**src/rtl/i2c_guard_pkg.sv**
```systemverilog
package i2c_guard_pkg;

  typedef enum logic [1:0] {
    PH_IDLE,
    PH_LOW,
    PH_WAIT,
    PH_HIGH
  } pace_ph_t;

  typedef enum logic [2:0] {
    RC_IDLE,
    RC_PULSE,
    RC_STOP_LOW,
    RC_STOP_HIGH,
    RC_FAIL
  } recov_st_t;

  // SDA falls while SCL stays high across two samples
  function automatic logic start_edge(input logic scl_prev, input logic sda_prev,
                                      input logic scl_now, input logic sda_now);
    return scl_prev && scl_now && sda_prev && !sda_now;
  endfunction

  // the bit this master loses: it released SDA yet the line reads low
  function automatic logic bit_lost(input logic sending, input logic intended,
                                    input logic line);
    return sending && intended && !line;
  endfunction

  // the condition that looks like a device holding SDA down
  function automatic logic looks_stuck(input logic idle, input logic scl,
                                       input logic sda);
    return idle && scl && !sda;
  endfunction

endpackage

```
**src/rtl/i2c_scl_pacer.sv**
```systemverilog
module i2c_scl_pacer
  import i2c_guard_pkg::*;
#(
  parameter int LOW_CYC  = 250,
  parameter int HIGH_CYC = 250
) (
  input  logic clk,
  input  logic rst_n,
  input  logic run,
  input  logic scl_in,
  output logic scl_pull,
  output logic sample_stb
);
  localparam int MAXC = (LOW_CYC > HIGH_CYC) ? LOW_CYC : HIGH_CYC;
  localparam int CW   = $clog2(MAXC + 1);

  pace_ph_t       ph;
  logic [CW-1:0]  cnt;

  // first edge at which the released line is seen high
  assign sample_stb = run && (ph == PH_WAIT) && scl_in;
  assign scl_pull   = (ph == PH_LOW);

  always_ff @(posedge clk or negedge rst_n) begin
    if (!rst_n) begin
      ph  <= PH_IDLE;
      cnt <= '0;
    end else if (!run) begin
      ph  <= PH_IDLE;
      cnt <= '0;
    end else begin
      case (ph)
        PH_IDLE: begin
          ph  <= PH_LOW;
          cnt <= '0;
        end
        PH_LOW: begin
          if (cnt == CW'(LOW_CYC - 1)) begin
            ph  <= PH_WAIT;
            cnt <= '0;
          end else begin
            cnt <= cnt + 1'b1;
          end
        end
        PH_WAIT: begin
          if (scl_in) begin
            ph  <= PH_HIGH;
            cnt <= '0;
          end
        end
        PH_HIGH: begin
          if (!scl_in || cnt == CW'(HIGH_CYC - 1)) begin
            ph  <= PH_LOW;
            cnt <= '0;
          end else begin
            cnt <= cnt + 1'b1;
          end
        end
        default: begin
          ph  <= PH_IDLE;
          cnt <= '0;
        end
      endcase
    end
  end
endmodule

```
**src/rtl/i2c_arb_watch.sv**
```systemverilog
module i2c_arb_watch
  import i2c_guard_pkg::*;
(
  input  logic clk,
  input  logic rst_n,
  input  logic sample_stb,
  input  logic tx_active,
  input  logic tx_bit,
  input  logic scl_in,
  input  logic sda_in,
  output logic arb_lost,
  output logic loss_evt,
  output logic start_seen
);
  logic scl_q;
  logic sda_q;

  assign start_seen = start_edge(scl_q, sda_q, scl_in, sda_in);
  assign loss_evt   = sample_stb && bit_lost(tx_active, tx_bit, sda_in);

  always_ff @(posedge clk or negedge rst_n) begin
    if (!rst_n) begin
      scl_q    <= 1'b1;
      sda_q    <= 1'b1;
      arb_lost <= 1'b0;
    end else begin
      scl_q <= scl_in;
      sda_q <= sda_in;
      if (loss_evt) begin
        arb_lost <= 1'b1;
      end else if (start_seen) begin
        arb_lost <= 1'b0;
      end
    end
  end
endmodule

```
**src/rtl/i2c_bus_recover.sv**
```systemverilog
module i2c_bus_recover
  import i2c_guard_pkg::*;
#(
  parameter int LOW_CYC   = 250,
  parameter int HIGH_CYC  = 250,
  parameter int PULSES    = 9,
  parameter int STUCK_CYC = 2000
) (
  input  logic clk,
  input  logic rst_n,
  input  logic master_idle,
  input  logic scl_in,
  input  logic sda_in,
  input  logic sample_stb,
  output logic run_pulses,
  output logic scl_pull,
  output logic sda_pull,
  output logic busy,
  output logic fail
);
  localparam int MAXC = (LOW_CYC > HIGH_CYC) ? LOW_CYC : HIGH_CYC;
  localparam int CW   = $clog2(MAXC + 1);
  localparam int SW   = $clog2(STUCK_CYC + 1);
  localparam int PW   = $clog2(PULSES + 1);

  recov_st_t      st;
  logic [SW-1:0]  stuck_cnt;
  logic [PW-1:0]  pulse_cnt;
  logic [CW-1:0]  ph_cnt;
  logic           stuck_now;

  assign stuck_now  = looks_stuck(master_idle, scl_in, sda_in);
  assign run_pulses = (st == RC_PULSE);
  assign scl_pull   = (st == RC_STOP_LOW);
  assign sda_pull   = ((st == RC_STOP_LOW) && (ph_cnt != '0)) || (st == RC_STOP_HIGH);
  assign busy       = (st == RC_PULSE) || (st == RC_STOP_LOW) || (st == RC_STOP_HIGH);
  assign fail       = (st == RC_FAIL);

  always_ff @(posedge clk or negedge rst_n) begin
    if (!rst_n) begin
      st        <= RC_IDLE;
      stuck_cnt <= '0;
      pulse_cnt <= '0;
      ph_cnt    <= '0;
    end else begin
      case (st)
        RC_IDLE: begin
          if (stuck_now) begin
            if (stuck_cnt == SW'(STUCK_CYC - 1)) begin
              st        <= RC_PULSE;
              stuck_cnt <= '0;
              pulse_cnt <= '0;
            end else begin
              stuck_cnt <= stuck_cnt + 1'b1;
            end
          end else begin
            stuck_cnt <= '0;
          end
        end
        RC_PULSE: begin
          if (sample_stb) begin
            if (sda_in) begin
              st     <= RC_STOP_LOW;
              ph_cnt <= '0;
            end else if (pulse_cnt == PW'(PULSES - 1)) begin
              st <= RC_FAIL;
            end else begin
              pulse_cnt <= pulse_cnt + 1'b1;
            end
          end
        end
        RC_STOP_LOW: begin
          if (ph_cnt == CW'(LOW_CYC - 1)) begin
            st     <= RC_STOP_HIGH;
            ph_cnt <= '0;
          end else begin
            ph_cnt <= ph_cnt + 1'b1;
          end
        end
        RC_STOP_HIGH: begin
          if (scl_in) begin
            if (ph_cnt == CW'(HIGH_CYC - 1)) begin
              st     <= RC_IDLE;
              ph_cnt <= '0;
            end else begin
              ph_cnt <= ph_cnt + 1'b1;
            end
          end
        end
        RC_FAIL: st <= RC_FAIL;
        default: st <= RC_IDLE;
      endcase
    end
  end
endmodule

```
**src/rtl/i2c_arb_guard.sv**
```systemverilog
module i2c_arb_guard
  import i2c_guard_pkg::*;
#(
  parameter int LOW_CYC   = 250,
  parameter int HIGH_CYC  = 250,
  parameter int PULSES    = 9,
  parameter int STUCK_CYC = 2000
) (
  input  logic clk,
  input  logic rst_n,
  input  logic clk_en,
  input  logic tx_active,
  input  logic tx_bit,
  input  logic scl_in,
  input  logic sda_in,
  output logic scl_pull,
  output logic sda_pull,
  output logic arb_lost,
  output logic recov_busy,
  output logic recov_fail
);
  // internal events, named for the bound checker
  logic pace_run;
  logic pace_pull;
  logic sample_stb;
  logic loss_evt;
  logic start_seen;
  logic rec_run;
  logic rec_scl_pull;
  logic rec_sda_pull;
  logic rec_engaged;
  logic master_sda_pull;

  assign rec_engaged     = recov_busy || recov_fail;
  assign pace_run        = (clk_en && !arb_lost && !rec_engaged) || rec_run;
  assign master_sda_pull = tx_active && !tx_bit && !arb_lost && !rec_engaged;
  assign scl_pull        = pace_pull || rec_scl_pull;
  assign sda_pull        = master_sda_pull || rec_sda_pull;

  i2c_scl_pacer #(
    .LOW_CYC (LOW_CYC),
    .HIGH_CYC(HIGH_CYC)
  ) u_pacer (
    .clk       (clk),
    .rst_n     (rst_n),
    .run       (pace_run),
    .scl_in    (scl_in),
    .scl_pull  (pace_pull),
    .sample_stb(sample_stb)
  );

  i2c_arb_watch u_watch (
    .clk       (clk),
    .rst_n     (rst_n),
    .sample_stb(sample_stb),
    .tx_active (tx_active),
    .tx_bit    (tx_bit),
    .scl_in    (scl_in),
    .sda_in    (sda_in),
    .arb_lost  (arb_lost),
    .loss_evt  (loss_evt),
    .start_seen(start_seen)
  );

  i2c_bus_recover #(
    .LOW_CYC  (LOW_CYC),
    .HIGH_CYC (HIGH_CYC),
    .PULSES   (PULSES),
    .STUCK_CYC(STUCK_CYC)
  ) u_recover (
    .clk        (clk),
    .rst_n      (rst_n),
    .master_idle(!clk_en),
    .scl_in     (scl_in),
    .sda_in     (sda_in),
    .sample_stb (sample_stb),
    .run_pulses (rec_run),
    .scl_pull   (rec_scl_pull),
    .sda_pull   (rec_sda_pull),
    .busy       (recov_busy),
    .fail       (recov_fail)
  );
endmodule

```
**config.mk**
```make
export PLATFORM = sky130hd
export DESIGN_NAME = i2c_arb_guard
export DESIGN_NICKNAME = d
export VERILOG_FILES = /design/src/rtl/i2c_guard_pkg.sv /design/src/rtl/i2c_scl_pacer.sv /design/src/rtl/i2c_arb_watch.sv /design/src/rtl/i2c_bus_recover.sv /design/src/rtl/i2c_arb_guard.sv
export SDC_FILE = /design/constraint.sdc
export NUM_CORES = 1
export LEC_CHECK = 0
export CORE_AREA = 4 4 70 72
export CTS_CLUSTER_DIAMETER = 60
export DETAILED_ROUTE_END_ITERATION = 10
export DIE_AREA = 0 0 74 76
export GPL_TIMING_DRIVEN = 0
export MAX_ROUTING_LAYER = met4
export PLACE_DENSITY = 0.79
export SLEW_MARGIN = 15
export SYNTH_ARGS = -nofsm -noshare
export SYNTH_HDL_FRONTEND = slang
export SYNTH_SLANG_ARGS = --single-unit
```
**constraint.sdc**
```tcl
create_clock -name clk -period 5.1 [get_ports clk]
set_input_delay 1.275 -clock clk [delete_from_list [all_inputs] [get_ports clk]]
set_output_delay 1.275 -clock clk [all_outputs]
set_load 0.005 [all_outputs]
```
==> impl_metrics.env, run 1 <==
export IMPL_detailroute_via_count=1876
export IMPL_post_route_drc_count=0
export IMPL_core_rowCount=24
export IMPL_timing_final_crit_share=0.755
export IMPL_hp_start="u_recover.stuck_cnt[8]$_DFFE_PN0P_"
export IMPL_timing_fmax_mhz=260
export IMPL_initial_utilization=0.521
export IMPL_relSlewSlack=0.411
export IMPL_layout_drive_gt1_share=0.0833
export IMPL_cts_resized=0
export IMPL_outcome="completed"
export IMPL_wl_per_cell_um=14.4
export IMPL_mostFrequentLayoutCells="dfrtp_1, nand2_1, nor2_1, nand3_1, o21ai_0"
export IMPL_hold_path_class="reg -> reg"
export IMPL_ir_drop_mv=0.181
export IMPL_die_w_um=74
export IMPL_ys_seq_area_frac=0.437
export IMPL_rsz0062_at_grt="no"
export IMPL_drv_cap=0
export IMPL_worstPathRequired_ns=3.83
export IMPL_grt_max_degree=25
export IMPL_ant_nets=0
export IMPL_startpoint="tx_bit"
export IMPL_finClkSkew_ns=0.00560
export IMPL_worst_slew_pin_slew_ns=0.877
export IMPL_layout_commonest_cell="dfrtp_1"
export IMPL_post_cts_buffers=0
export IMPL_cts_root_buf="clkbuf_8"
export IMPL_holdWs_ns=0.527
export IMPL_fp_coreArea_sq_um=4290
export IMPL_endpoint_kind="primary output"
export IMPL_grt_use_met1=0.233
export IMPL_grt_usage=0.183
export IMPL_setup_tns_final_ns=0
export IMPL_cts_buffers=5
export IMPL_vias_per_cell=5.94
export IMPL_cts_hold_buf=0
export IMPL_fin_nets=281
export IMPL_period_minus_slack_ns=3.85
export IMPL_pin_count=12
export IMPL_arrival_ns=2.57
export IMPL_antenna_cells=0
export IMPL_setup_viol=0
export IMPL_slew_violations=0
export IMPL_grt_met2_usage=0.290
export IMPL_syn_avg_cell_area_sq_um=9.17
export IMPL_clk_latency_ns=0.29
export IMPL_dpl_worst_slack_ns=1.23
export IMPL_async_flop_share=1.00
export IMPL_synth_area_sq_um=2240
export IMPL_antenna_found_initial=0
export IMPL_netlist_instances=244
export IMPL_cts_sinks=39
export IMPL_routabilityCongestion=0.807
export IMPL_first_global_vias=1870
export IMPL_critPathMostFrequentCell="clkdlybuf4s50_1"
export IMPL_yosysWarnings=0
export IMPL_yosys_register_bits=39
export IMPL_die_area_sq_um=5620
export IMPL_ys_types=46
export IMPL_die_h_um=76
export IMPL_wirelength_mm=4.54
export IMPL_drt_initial_drc_count=105
export IMPL_synth_nets=262
export IMPL_grt_remaining_overflow=0
export IMPL_hold_violations=0
export IMPL_rr_startpoint="u_recover.st[0]$_DFFE_PN0P_"
export IMPL_grt_busiest_layer="met2"
export IMPL_grt_util_met3=0.0462
export IMPL_slowest_delay_ns=0.51
export IMPL_grt_pass1_wl_mm=8.16
export IMPL_crit_type="in -> out"
export IMPL_hpwlAfterDp_mm=3.27
export IMPL_cts_max_path_buffers=2
export IMPL_leakage_nw=1.12
export IMPL_power_density_nw_per_um2=280
export IMPL_setup_slack_ns=1.25
export IMPL_final_core_utilization=0.594
export IMPL_path_clk_slew_ns=0.07
export IMPL_cts_tree="done"
export IMPL_cp_start_kind="input port"
export IMPL_ys_flop_type="dfrtp_1"
export IMPL_port_buffers=11
export IMPL_cp_max_fo=2
export IMPL_htreeDepth=2
export IMPL_area_growth_pct=14.1
export IMPL_crit_path_top_delay_cell="clkdlybuf4s50_1"
export IMPL_first_pass_iters=4
export IMPL_cp_cell_sequence="clkdlybuf4s50_1 -> nor3_1 -> a21oi_1 -> nor2_1 -> clkdlybuf4s50_1"
export IMPL_synth_edf_count=0
==> report_power, final <==
group | internal [mW] | leakage, nW | switching [mW]
clock network | 0.158 | 0.0612 | 0.109
logic | 0.0500 | 0.534 | 0.0603
registers | 0.322 | 0.529 | 0.0144
==> worst paths after layout <==
| kind | end | slack [ns] | depth (start not counted) |
|---|---|---|---|
| min in group asynchronous | u_recover.pulse_cnt[2]$_DFFE_PN0P_ | 0.90 | 1 |
| worst min-delay path | u_recover.stuck_cnt[8]$_DFFE_PN0P_ | 0.53 | 1 |
| worst max register to register | u_recover.pulse_cnt[2]$_DFFE_PN0P_ | 2.80 | 6 |
| worst max-delay path | sda_pull | 1.25 | 5 |
| worst min register to register | u_recover.stuck_cnt[8]$_DFFE_PN0P_ | 0.53 | 1 |
| max in group asynchronous | u_watch.scl_q$_DFF_PN1_ | 3.67 | 2 |
==> per-layer routing <==
| metal | wire (um) | up-vias |
|---|---|---|
| met5 | 0 | - |
| met4 | 51 | 0 |
| met1 | 2080 | 909 |
| met3 | 201 | 8 |
| li1 | - | 916 |
| met2 | 2210 | 43 |
==> layout make-up <==
cell class | instances | area [sq um]
Clock buffer | 6 | 82.6
Fill cell | 375 | 1740
Multi-Input combinational cell | 188 | 1190
Clock inverter | 2 | 35.0
Buffer | 7 | 30.0
Timing Repair Buffer | 12 | 133
Inverter | 10 | 37.5
Tap cell | 52 | 65.1
Sequential cell | 39 | 978
==> cells in the mapped netlist, drive strengths merged, types with 2 or more instances <==
cell type / count / share of area
a31oi: 8 / 0.022
ha: 11 / 0.062
nor3: 7 / 0.016
and3: 6 / 0.017
o21ai: 14 / 0.031
clkbuf: 4 / 0.0067
dfstp: 2 / 0.023
nand4: 7 / 0.020
or4: 3 / 0.010
or4b: 2 / 0.011
xor2: 10 / 0.039
buf: 3 / 0.0067
or3: 2 / 0.0056
dfrtp: 37 / 0.41
nand2: 26 / 0.044
inv: 10 / 0.017
nor2b: 3 / 0.0084
a211oi: 2 / 0.0067
o31ai: 6 / 0.020
a22o: 3 / 0.012
nand2b: 7 / 0.020
a21oi: 10 / 0.022
a211o: 3 / 0.012
nor2: 24 / 0.040
or3b: 2 / 0.0078
nand3: 14 / 0.031
==> state kept, by name (all words and copies together) (netlist names) <==
name	flops
u_pacer.cnt	8
u_recover.ph_cnt	8
u_watch.sda_q	1
u_recover.st	3
u_recover.pulse_cnt	4
u_pacer.ph	2
u_watch.arb_lost	1
u_watch.scl_q	1
u_recover.stuck_cnt	11
==> per-stage QoR <==
stage                     instance area, sq um  power [mW]  instances
after floorplan                           2240       0.406        244
after global placement                    2410       0.447        307
after detailed placement                  2430       0.452        308
after CTS                                 2550       0.722        316
after global routing                      2550       0.749        316
final                                     2550       0.714        316
==> logic make-up (layout without fill, tap and decap cells) <==
group / Yosys count / in the layout / share of synthesized area
simple gates: 109 / 109 / 0.256
compound gates: 56 / 56 / 0.167
flops: 39 / 39 / 0.437
buf+inv: 17 / 37 / 0.0302
fa+ha+maj: 11 / 11 / 0.0615
xor+xnor: 11 / 11 / 0.0431
mux: 1 / 1 / 0.00503
==> critical path, delay by kind of cell <==
family,cells,cell delay [ns]
AOI/OAI and AO/OA,1,0.08
buffers and inverters,2,0.95
and+or+nand+nor,2,0.27
(Power assumes the default switching activity.)
==> run 2: changes to the inputs <==
==> constraint.sdc (replaced) <==
create_clock -name clk -period 4 [get_ports clk]
set_input_delay 1 -clock clk [delete_from_list [all_inputs] [get_ports clk]]
set_output_delay 1 -clock clk [all_outputs]
set_load 0.005 [all_outputs]
==> results of run 2 <==
Same layout as run 1 (identical final DEF). Status: completed.
Among the figures that moved: setup slack after placement 1.23 ns -> 0.684 ns; setup slack after layout 1.25 ns -> 0.701 ns; register-to-register setup slack 2.80 ns -> 1.70 ns; total power 0.714 mW -> 0.911 mW; worst IR drop on VDD 0.181 mV -> 0.231 mV
